$ cat src/rtl/bitmsg_pkg.sv
package bitmsg_pkg;

    // Capture phase of the frame assembler
    typedef enum logic {
        CAP_HUNT = 1'b0,
        CAP_BODY = 1'b1
    } cap_phase_e;

endpackage

$ cat src/rtl/bitmsg_flag_track.sv
// Finds eight-ones flags on the serial line and times the sync window.
module bitmsg_flag_track #(
    parameter int FLAG_LEN = 8,
    parameter int SYNC_WIN = 32
) (
    input  logic clk,
    input  logic rst_n,
    input  logic enable,
    input  logic bit_stb,
    input  logic bit_data,
    output logic flag_hit,
    output logic sync_err
);
    localparam int RUN_W = (FLAG_LEN > 1) ? $clog2(FLAG_LEN) : 1;
    localparam int WIN_W = (SYNC_WIN > 1) ? $clog2(SYNC_WIN) : 1;
    localparam logic [RUN_W-1:0] RUN_LAST = RUN_W'(FLAG_LEN - 1);
    localparam logic [WIN_W-1:0] WIN_LAST = WIN_W'(SYNC_WIN - 1);

    typedef struct packed {
        logic [RUN_W-1:0] run;
        logic [WIN_W-1:0] win;
        logic             err;
    } trk_state_t;

    trk_state_t s_d, s_q;

    always_comb begin
        s_d      = s_q;
        s_d.err  = 1'b0;
        flag_hit = 1'b0;
        if (!enable) begin
            s_d = '0;
        end else if (bit_stb) begin
            if (bit_data) begin
                if (s_q.run == RUN_LAST) begin
                    flag_hit = 1'b1;
                    s_d.run  = '0;
                end else begin
                    s_d.run = s_q.run + 1'b1;
                end
            end else begin
                s_d.run = '0;
            end

            if (flag_hit) begin
                s_d.win = '0;
            end else if (s_q.win == WIN_LAST) begin
                s_d.win = '0;
                s_d.err = 1'b1;
            end else begin
                s_d.win = s_q.win + 1'b1;
            end
        end
    end

    always_ff @(posedge clk or negedge rst_n) begin
        if (!rst_n) begin
            s_q <= '0;
        end else begin
            s_q <= s_d;
        end
    end

    assign sync_err = s_q.err;

endmodule

$ cat src/rtl/bitmsg_word_capture.sv
// Collects the frame that follows a flag and checks its zero framing.
module bitmsg_word_capture
    import bitmsg_pkg::*;
#(
    parameter int CODE_W = 6
) (
    input  logic              clk,
    input  logic              rst_n,
    input  logic              enable,
    input  logic              bit_stb,
    input  logic              bit_data,
    input  logic              flag_hit,
    output logic              word_stb,
    output logic              word_ok,
    output logic [CODE_W-1:0] word_code
);
    localparam int CAP_LEN = CODE_W + 2;
    localparam int CNT_W   = $clog2(CAP_LEN);
    localparam logic [CNT_W-1:0] CNT_LAST = CNT_W'(CAP_LEN - 1);

    typedef struct packed {
        cap_phase_e         phase;
        logic [CNT_W-1:0]   cnt;
        logic [CAP_LEN-2:0] sh;
    } cap_state_t;

    cap_state_t s_d, s_q;
    logic [CAP_LEN-1:0] frame;

    // first received bit lands at the top of the frame
    assign frame     = {s_q.sh, bit_data};
    assign word_ok   = !frame[CAP_LEN-1] && !frame[0];
    assign word_code = frame[CAP_LEN-2:1];

    always_comb begin
        s_d      = s_q;
        word_stb = 1'b0;
        if (!enable) begin
            s_d = '0;
        end else if (bit_stb) begin
            if (s_q.phase == CAP_BODY) begin
                s_d.sh = frame[CAP_LEN-2:0];
                if (s_q.cnt == CNT_LAST) begin
                    word_stb  = 1'b1;
                    s_d.phase = CAP_HUNT;
                    s_d.cnt   = '0;
                end else begin
                    s_d.cnt = s_q.cnt + 1'b1;
                end
            end else if (flag_hit) begin
                s_d.phase = CAP_BODY;
                s_d.cnt   = '0;
            end
        end
    end

    always_ff @(posedge clk or negedge rst_n) begin
        if (!rst_n) begin
            s_q <= '0;
        end else begin
            s_q <= s_d;
        end
    end

endmodule

$ cat src/rtl/bitmsg_vote_filter.sv
// Sliding history of received frames and the majority decision.
module bitmsg_vote_filter #(
    parameter int CODE_W     = 6,
    parameter int HIST_DEPTH = 10,
    parameter int MATCH_MIN  = 7
) (
    input  logic              clk,
    input  logic              rst_n,
    input  logic              enable,
    input  logic              word_stb,
    input  logic              word_ok,
    input  logic [CODE_W-1:0] word_code,
    output logic [CODE_W-1:0] code_out,
    output logic              code_valid,
    output logic              msg_lost
);
    localparam int CNT_W = $clog2(HIST_DEPTH + 1);
    localparam logic [CNT_W-1:0] MIN_C = CNT_W'(MATCH_MIN);

    typedef struct packed {
        logic              ok;
        logic [CODE_W-1:0] code;
    } slot_t;

    typedef struct packed {
        slot_t [HIST_DEPTH-1:0] hist;
        logic                   valid;
        logic [CODE_W-1:0]      held;
        logic                   lost;
    } vote_state_t;

    vote_state_t s_d, s_q;
    slot_t [HIST_DEPTH-1:0] shifted;
    logic  [HIST_DEPTH-1:0] hit;
    logic  [CODE_W-1:0]     key;
    logic  [CNT_W-1:0]      tally;

    // compare against the held code when valid, else the newest code
    assign key = s_q.valid ? s_q.held : word_code;

    generate
        for (genvar gi = 0; gi < HIST_DEPTH; gi++) begin : g_slot
            if (gi == 0) begin : g_head
                assign shifted[gi] = {word_ok, word_code};
            end else begin : g_tail
                assign shifted[gi] = s_q.hist[gi-1];
            end
            assign hit[gi] = shifted[gi].ok && (shifted[gi].code == key);
        end
    endgenerate

    assign tally = CNT_W'($countones(hit));

    always_comb begin
        s_d      = s_q;
        s_d.lost = 1'b0;
        if (!enable) begin
            s_d = '0;
        end else if (word_stb) begin
            s_d.hist = shifted;
            if (s_q.valid) begin
                if (tally < MIN_C) begin
                    s_d.valid = 1'b0;
                    s_d.held  = '0;
                    s_d.lost  = 1'b1;
                end
            end else if (word_ok && (tally >= MIN_C)) begin
                s_d.valid = 1'b1;
                s_d.held  = word_code;
            end
        end
    end

    always_ff @(posedge clk or negedge rst_n) begin
        if (!rst_n) begin
            s_q <= '0;
        end else begin
            s_q <= s_d;
        end
    end

    assign code_out   = s_q.held;
    assign code_valid = s_q.valid;
    assign msg_lost   = s_q.lost;

endmodule

$ cat src/rtl/bitmsg_rx.sv
// Bit-oriented message receiver: flag search, frame capture, majority vote.
module bitmsg_rx #(
    parameter int CODE_W     = 6,
    parameter int FLAG_LEN   = 8,
    parameter int SYNC_WIN   = 32,
    parameter int HIST_DEPTH = 10,
    parameter int MATCH_MIN  = 7
) (
    input  logic              clk,
    input  logic              rst_n,
    input  logic              enable,
    input  logic              bit_valid,
    input  logic              bit_data,
    output logic [CODE_W-1:0] code_out,
    output logic              code_valid,
    output logic              msg_lost,
    output logic              sync_fault
);
    logic              flag_hit;
    logic              word_stb;
    logic              word_ok;
    logic [CODE_W-1:0] word_code;

    bitmsg_flag_track #(
        .FLAG_LEN(FLAG_LEN),
        .SYNC_WIN(SYNC_WIN)
    ) u_flag (
        .clk      (clk),
        .rst_n    (rst_n),
        .enable   (enable),
        .bit_stb  (bit_valid),
        .bit_data (bit_data),
        .flag_hit (flag_hit),
        .sync_err (sync_fault)
    );

    bitmsg_word_capture #(
        .CODE_W(CODE_W)
    ) u_cap (
        .clk       (clk),
        .rst_n     (rst_n),
        .enable    (enable),
        .bit_stb   (bit_valid),
        .bit_data  (bit_data),
        .flag_hit  (flag_hit),
        .word_stb  (word_stb),
        .word_ok   (word_ok),
        .word_code (word_code)
    );

    bitmsg_vote_filter #(
        .CODE_W    (CODE_W),
        .HIST_DEPTH(HIST_DEPTH),
        .MATCH_MIN (MATCH_MIN)
    ) u_vote (
        .clk        (clk),
        .rst_n      (rst_n),
        .enable     (enable),
        .word_stb   (word_stb),
        .word_ok    (word_ok),
        .word_code  (word_code),
        .code_out   (code_out),
        .code_valid (code_valid),
        .msg_lost   (msg_lost)
    );

endmodule

$ cat config.mk
export PLATFORM = sky130hd
export DESIGN_NAME = bitmsg_rx
export DESIGN_NICKNAME = d
export VERILOG_FILES = /design/src/rtl/bitmsg_pkg.sv /design/src/rtl/bitmsg_flag_track.sv /design/src/rtl/bitmsg_word_capture.sv /design/src/rtl/bitmsg_vote_filter.sv /design/src/rtl/bitmsg_rx.sv
export SDC_FILE = /design/constraint.sdc
export NUM_CORES = 1
export LEC_CHECK = 0
export BUFFER_PORTS_ARGS = -buffer_cell sky130_fd_sc_hd__buf_2
export CAP_MARGIN = 15
export CELL_PAD_IN_SITES_DETAIL_PLACEMENT = 1
export CELL_PAD_IN_SITES_GLOBAL_PLACEMENT = 1
export CORE_ASPECT_RATIO = 1.1
export CORE_MARGIN = 2
export CORE_UTILIZATION = 40
export CTS_CLUSTER_SIZE = 8
export DETAILED_ROUTE_END_ITERATION = 12
export PLACE_DENSITY_LB_ADDON = 0.1
export SLEW_MARGIN = 10
export SYNTH_ARGS = -nofsm -noshare
export SYNTH_HDL_FRONTEND = slang
export SYNTH_SLANG_ARGS = --single-unit
$ cat constraint.sdc
create_clock -name clk -period 4.9 [get_ports clk]
set_clock_uncertainty 0.2 [all_clocks]
set_input_delay 1.225 -clock clk [delete_from_list [all_inputs] [get_ports clk]]
set_output_delay 1.225 -clock clk [all_outputs]
set_load 0.01 [all_outputs]
# Word level (Yosys, flattened, before mapping)
# Cells that the tools add are included.
dict set report word_totals {
  reg_bits 91
  input_bits 5
  word_cells 109
}
dict set report classes {
  add_sub_neg 12
  order_cmp 2
  n_eq_ne 19
  n_mux 32
  n_reduce_logical 17
}
# op n
set ops {}
lappend ops {{two-way mux 71 bit} 2}
lappend ops {{== test 6 bit} 10}
lappend ops {{two-way mux 11 bit} 2}
lappend ops {{two-way mux 7 bit} 3}
lappend ops {{two-way mux 9 bit} 2}
lappend ops {{adder 4 bit} 4}
lappend ops {{two-way mux 1 bit} 14}
lappend ops {{logical AND 1 bit} 12}
lappend ops {{adder 1 x 1 -> 2 bit} 5}
lappend ops {{two-way mux 5 bit} 2}
lappend ops {{two-way mux 3 bit} 3}
lappend ops {{two-way mux 4 bit} 2}
lappend ops {{two-way mux 8 bit} 1}
lappend ops {{adder 3 x 1 -> 3 bit (second input constant)} 2}
lappend ops {{== test 3 bit (second input constant)} 2}
lappend ops {{two-way mux 6 bit} 1}
lappend ops {{inequality test 2 x 1 -> 1 bit (second input constant)} 3}
lappend ops {{inequality test 3 x 1 -> 1 bit (second input constant)} 2}
lappend ops {{adder 5 x 1 -> 5 bit (second input constant)} 1}
lappend ops {{== test 5 bit (second input constant)} 1}
lappend ops {{greater-or-equal comparator 4 x 3 -> 1 bit (second input constant)} 1}
lappend ops {{< comparator 4 x 3 -> 1 bit (second input constant)} 1}
lappend ops {{AND reduction 2 bit} 2}
lappend ops {{inequality test 3 bit (second input constant)} 1}
lappend ops {{2 further kinds} 3}

# Longest topological paths before layout
dict set report depth {
  depth_word 13
  mapped_depth 21
  depth_no_buf 18
}

# Hierarchy
# Synthesis repeated with hierarchy kept, for this count alone.
dict set report hier_totals {
  cells_unflattened 447
  hier_area_um2 5185.0
}
# module n_inst cells_each area_each_um2 seq_area_each_um2
set modules_own_cells {}
lappend modules_own_cells {bitmsg_vote_filter 1 343 4047.6 1776.7}
lappend modules_own_cells {bitmsg_word_capture 1 62 635.6 275.3}
lappend modules_own_cells {bitmsg_flag_track 1 42 501.7 225.2}

# Worst setup path before layout
# Ideal clock, no wire load.
dict set report synth_path {
  path_type {input to register}
  startpoint {input port bit_data}
  endpoint {register u_vote.s_q (netlist bit u_vote.code_out[0])}
  arrival_time_ps 4839
  slack_ps -260
  path_stages 19
  cell_sequence {nor2_1 -> o21ai_0 -> a21oi_1 -> nand3_1 -> a21oi_1 -> ha_1 -> inv_1 -> fa_1 -> inv_1 -> fa_1 -> inv_1 -> fa_1 -> fa_1 -> xnor2_1 -> a21oi_1 -> nand2_1 -> and4b_2 -> buf_1 -> a32o_1}
}
dict set report synth_between {
  elab_chain_len 11
  elab_cells_between_ends 13
}
# item line
set synth_lines {}
lappend synth_lines {{start, declared} bitmsg_rx.sv:13} ;# input logic bit_data,
lappend synth_lines {{zero test 1 bit *} bitmsg_word_capture.sv:32} ;# assign word_ok = !frame[CAP_LEN-1] && !frame[0];
lappend synth_lines {{logical AND 1 bit *} bitmsg_word_capture.sv:32}
lappend synth_lines {{logical AND 1 bit} bitmsg_vote_filter.sv:48} ;# assign hit[gi] = shifted[gi].ok && (shifted[gi].code == key);
lappend synth_lines {{adder 1 x 1 -> 2 bit (implied by the code)} bitmsg_vote_filter.sv:52} ;# assign tally = CNT_W'($countones(hit));
lappend synth_lines {{adder 4 bit (implied by the code) (3 in a row)} bitmsg_vote_filter.sv:52}
lappend synth_lines {{greater-or-equal comparator 4 x 3 -> 1 bit} bitmsg_vote_filter.sv:67} ;# end else if (word_ok && (tally >= MIN_C)) begin
lappend synth_lines {{logical AND 1 bit} bitmsg_vote_filter.sv:67}
lappend synth_lines {{inequality test 3 x 1 -> 1 bit (no source line)} n/a}
lappend synth_lines {{AND reduction 3 bit (no source line) *} n/a}
lappend synth_lines {{end signal, assigned} bitmsg_vote_filter.sv:76} ;# s_q <= '0;
lappend synth_lines {{end signal, assigned} bitmsg_vote_filter.sv:78} ;# s_q <= s_d;
lappend synth_lines {{end, declared} bitmsg_vote_filter.sv:32} ;# vote_state_t s_d, s_q;
# Mark *: on every way between the ends. The rest lies on a longest branch, timed or not.
# A chain may end at the register's enable or synchronous reset.

# Worst setup path in the final report
dict set report layout_path {
  startpoint {register u_vote.s_q (netlist bit u_vote.code_valid)}
  endpoint {register u_vote.s_q (netlist bit u_vote.code_out[2])}
}
dict set report layout_between {
  elab_chain_len 11
  elab_cells_between_ends 39
}
# item line
set layout_lines {}
lappend layout_lines {{two-way mux 6 bit} bitmsg_vote_filter.sv:39} ;# assign key = s_q.valid ? s_q.held : word_code;
lappend layout_lines {{== test 6 bit} bitmsg_vote_filter.sv:48}
lappend layout_lines {{logical AND 1 bit} bitmsg_vote_filter.sv:48}
lappend layout_lines {{adder 1 x 1 -> 2 bit (implied by the code)} bitmsg_vote_filter.sv:52}
lappend layout_lines {{adder 4 bit (implied by the code) (3 in a row)} bitmsg_vote_filter.sv:52}
lappend layout_lines {{greater-or-equal comparator 4 x 3 -> 1 bit} bitmsg_vote_filter.sv:67}
lappend layout_lines {{logical AND 1 bit} bitmsg_vote_filter.sv:67}
lappend layout_lines {{inequality test 3 x 1 -> 1 bit (no source line)} n/a}
lappend layout_lines {{AND reduction 3 bit (no source line)} n/a}
# Several ways; a longest one is shown, not always the timed one. The select of a mux whose other input is x is not followed.

==> flow_metrics.py <==
metrics = {
    "run_status": {
        "status": "complete, no violations",
    },
    "finish": {
        "fin_nets": 453,
        "area_delta_synth_final_pct": 15.0,
        "multi_input_comb_area_um2": 2260,
        "seq_area_um2": 2280,
        "diodes": 0,
        "drive_gt1_share_pct": 20.6,
        "fillers": 1235,
        "layout.cells.non_filler": 583,
    },
    "drt": {
        "antenna_left": 0,
        "wl_per_cell_um": 18.4,
        "drc": 0,
        "dr.first_iter.drc_count": 176,
        "drt-total-wl_um": 10700,
        "via_per_inst": 5.49,
        "firstDrtPassIters": 4,
        "num_vias": 3203,
    },
    "sta": {
        "tightest_slew_ns": 0.779,
        "hold_violations": 0,
        "slew_violations": 0,
        "slew_headroom_pct": 48.1,
        "grt_setup_unrepaired": "yes",
        "period_minus_slack_ns": 4.79,
        "whs_ns": 0.273,
        "fin_crit_sh_pct": 97.8,
        "max_freq_mhz": 209,
        "setup_viol_count_final": 0,
    },
    "die": {
        "fp.dieH_um": 118,
        "dieArea_um2": 12800,
        "rows": 41,
        "initial_core_util_pct": 41.2,
        "die_x_um": 108,
        "design.core.area_um2": 11500,
        "boundaryPins": 14,
    },
    "cts": {
        "clkTransAtPathRegs_ns": 0.06,
        "h-tree-depth": 3,
        "cts_root_buffer": "clkbuf_16",
        "cts_hold_buf": 0,
        "cts_tree": "built",
        "cts_inserted_buffers": 9,
        "clock_latency_ns": 0.34,
        "clock_path_buffers": 2,
        "cts.sinks": 91,
    },
    "synth": {
        "synth_top_cell_by_area": "dfrtp_1",
        "synthTopCellsByArea": "dfrtp_1, a22o_1, xnor2_1, xor2_1, ha_1",
        "synth_top_area_share_pct": 47.9,
        "postSynthNetCount": 429,
        "async_reset_ff_share_pct": 100,
        "ys_types": 40,
        "syn_avg_cell_area_um2": 11.7,
        "yosysWarningCount": 0,
        "syn_inst": 405,
        "synth.most_common_cell": "dfrtp_1",
        "syn_area_um2": 4760,
        "synth-main-ff-cell": "dfrtp_1",
        "netlist_top_cells_count": "dfrtp_1, a22o_1, xnor2_1",
        "ys_seq_area_share_pct": 47.9,
        "synth_edf_count": 0,
        "ys_ff_latch": 91,
    },
    "global_routing": {
        "grtUsageTotal_pct": 17.9,
        "grt_pass1_vias": 3344,
        "grt_antenna_before_repair": 0,
        "grt_pass1_wl_um": 17700,
        "overflow": 0,
        "grt_start_max_net_pins": 60,
    },
    "power": {
        "ir_drop_mv": 0.121,
        "power_density_nw_per_um2": 263,
        "cellLeakagePower_nw": 2.46,
    },
    "worst_setup_path": {
        "crit_arrival_ns": 4.82,
        "r2r_slack_ns": 0.11,
        "reg2reg_depth": 19,
        "crit_required_ns": 4.93,
        "crit_type": "reg -> reg",
        "r2r-end": "u_vote.code_out[2]$_DFFE_PN0P_",
        "cp-end-kind": "flip-flop",
        "reg2reg_from": "u_vote.code_valid$_DFFE_PN0P_",
        "worstSetupEndpoint": "u_vote.code_out[2]$_DFFE_PN0P_",
        "crit_path_max_fanout": 6,
        "startpoint": "u_vote.code_valid$_DFFE_PN0P_",
        "cp-start-kind": "flip-flop",
    },
    "hold_path": {
        "hold_path.class": "reg -> reg",
        "whs_path_depth": 1,
    },
    "placed_design": {
        "portBuffers": 13,
        "gp_congestion": 0.714,
        "place_hpwl_um": 7240,
        "placed_cells": 554,
    },
    "run": {
        "cap_violations": 0,
    },
}
==> worst max-delay path: stages, from the launching register on <==
cell	delay, ns
dfrtp_2	0.42
buf_12	0.15
buf_4	0.14
mux2i_4	0.18
buf_12	0.14
xnor2_1	0.13
nor4_2	0.28
ha_1	0.18
inv_2	0.04
fa_1	0.52
inv_1	0.05
fa_1	0.49
inv_2	0.04
fa_2	0.36
fa_2	0.55
nor2_2	0.04
a21oi_2	0.13
nand2_2	0.10
mux2i_4	0.23
a32o_1	0.29
==> repair_timing <==
action	4_1_cts	5_1_grt
pin swaps	0	8
gates resized for setup	1	8
cloned	0	1
setup buffers	3	10
setup endpoints to repair	6	7
==> metal layers <==
metal / GRT usage (%) / wire length [µm]
met1: 24.3 / 4880
met2: 28.8 / 5550
met3: 3.86 / 217
met4: 4.81 / 68
met5: 0 / 0
==> cell type report <==
cell class / count / area share (%)
timing repair buffer: 47 / 7.37
inverter: 20 / 1.37
tap: 150 / 3.43
multi-input combinational: 260 / 41.4
sequential: 91 / 41.7
clock buffer: 13 / 4.57
clock inverter: 2 / 0.229
==> report_power, final <==
part	internal [W]	switching, W	leakage [nW]
Clock	0.000355	0.000280	0.126
Combinational	0.0000118	0.0000355	1.07
Sequential	0.000753	0.00000178	1.27
==> kinds of logic after synthesis <==
group,share of synthesized area (%)
compound gates,17.4
xor+xnor,10.5
fa+ha+maj,5.95
buf+inv,5.58
flops,47.9
mux,3.05
simple gates,9.68
==> how the worst min path moves through the flow <==
stage | end | startpoint
finish | u_flag.s_q[4]$_DFFE_PN0P_ | u_flag.s_q[4]$_DFFE_PN0P_
global route | u_flag.s_q[4]$_DFFE_PN0P_ | u_flag.s_q[4]$_DFFE_PN0P_
CTS | u_flag.s_q[4]$_DFFE_PN0P_ | u_flag.s_q[4]$_DFFE_PN0P_
detailed placement | u_flag.s_q[4]$_DFFE_PN0P_ | u_flag.s_q[4]$_DFFE_PN0P_
global placement | u_flag.s_q[4]$_DFFE_PN0P_ | u_flag.s_q[4]$_DFFE_PN0P_
floorplan | u_flag.s_q[4]$_DFFE_PN0P_ | u_flag.s_q[4]$_DFFE_PN0P_
==> registers in the layout, indices dropped and copies added (netlist names) <==
name / cells
u_cap.frame: 1
u_cap.s_q: 4
u_cap.word_code: 6
u_vote.s_q: 63
u_flag.sync_err: 1
u_vote.msg_lost: 1
u_vote.code_valid: 1
u_vote.code_out: 6
u_flag.s_q: 8
==> placed cells by master, fill, tap and decap left out, types with 7 or more instances in the layout <==
cell and count:
mux2i_4 7, nor2b_1 9, clkbuf_16 10, a22o_1 64
nand2_1 22, buf_2 12, nor4_2 9, nand4_1 10
inv_1 17, xnor2_1 30, xor2_1 26, dfrtp_1 90
ha_1 13, a21boi_0 10, buf_4 29
==> stage by stage <==
step                      cell area (µm²)  setup slack [ns]  util (%)  TNS [ns]  total power, W
final                                5470             0.109      47.4         0         0.00144
after global routing                 5470            -0.130      47.4    -0.765         0.00151
after CTS                            5330            0.0218      46.2         0         0.00146
after detailed placement             5000            -0.324      43.4     -1.98        0.000818
after global placement               5000            -0.217      43.4     -1.31        0.000817
after floorplan                      4780            0.0268         -         0        0.000790
(Power assumes the default switching activity.)
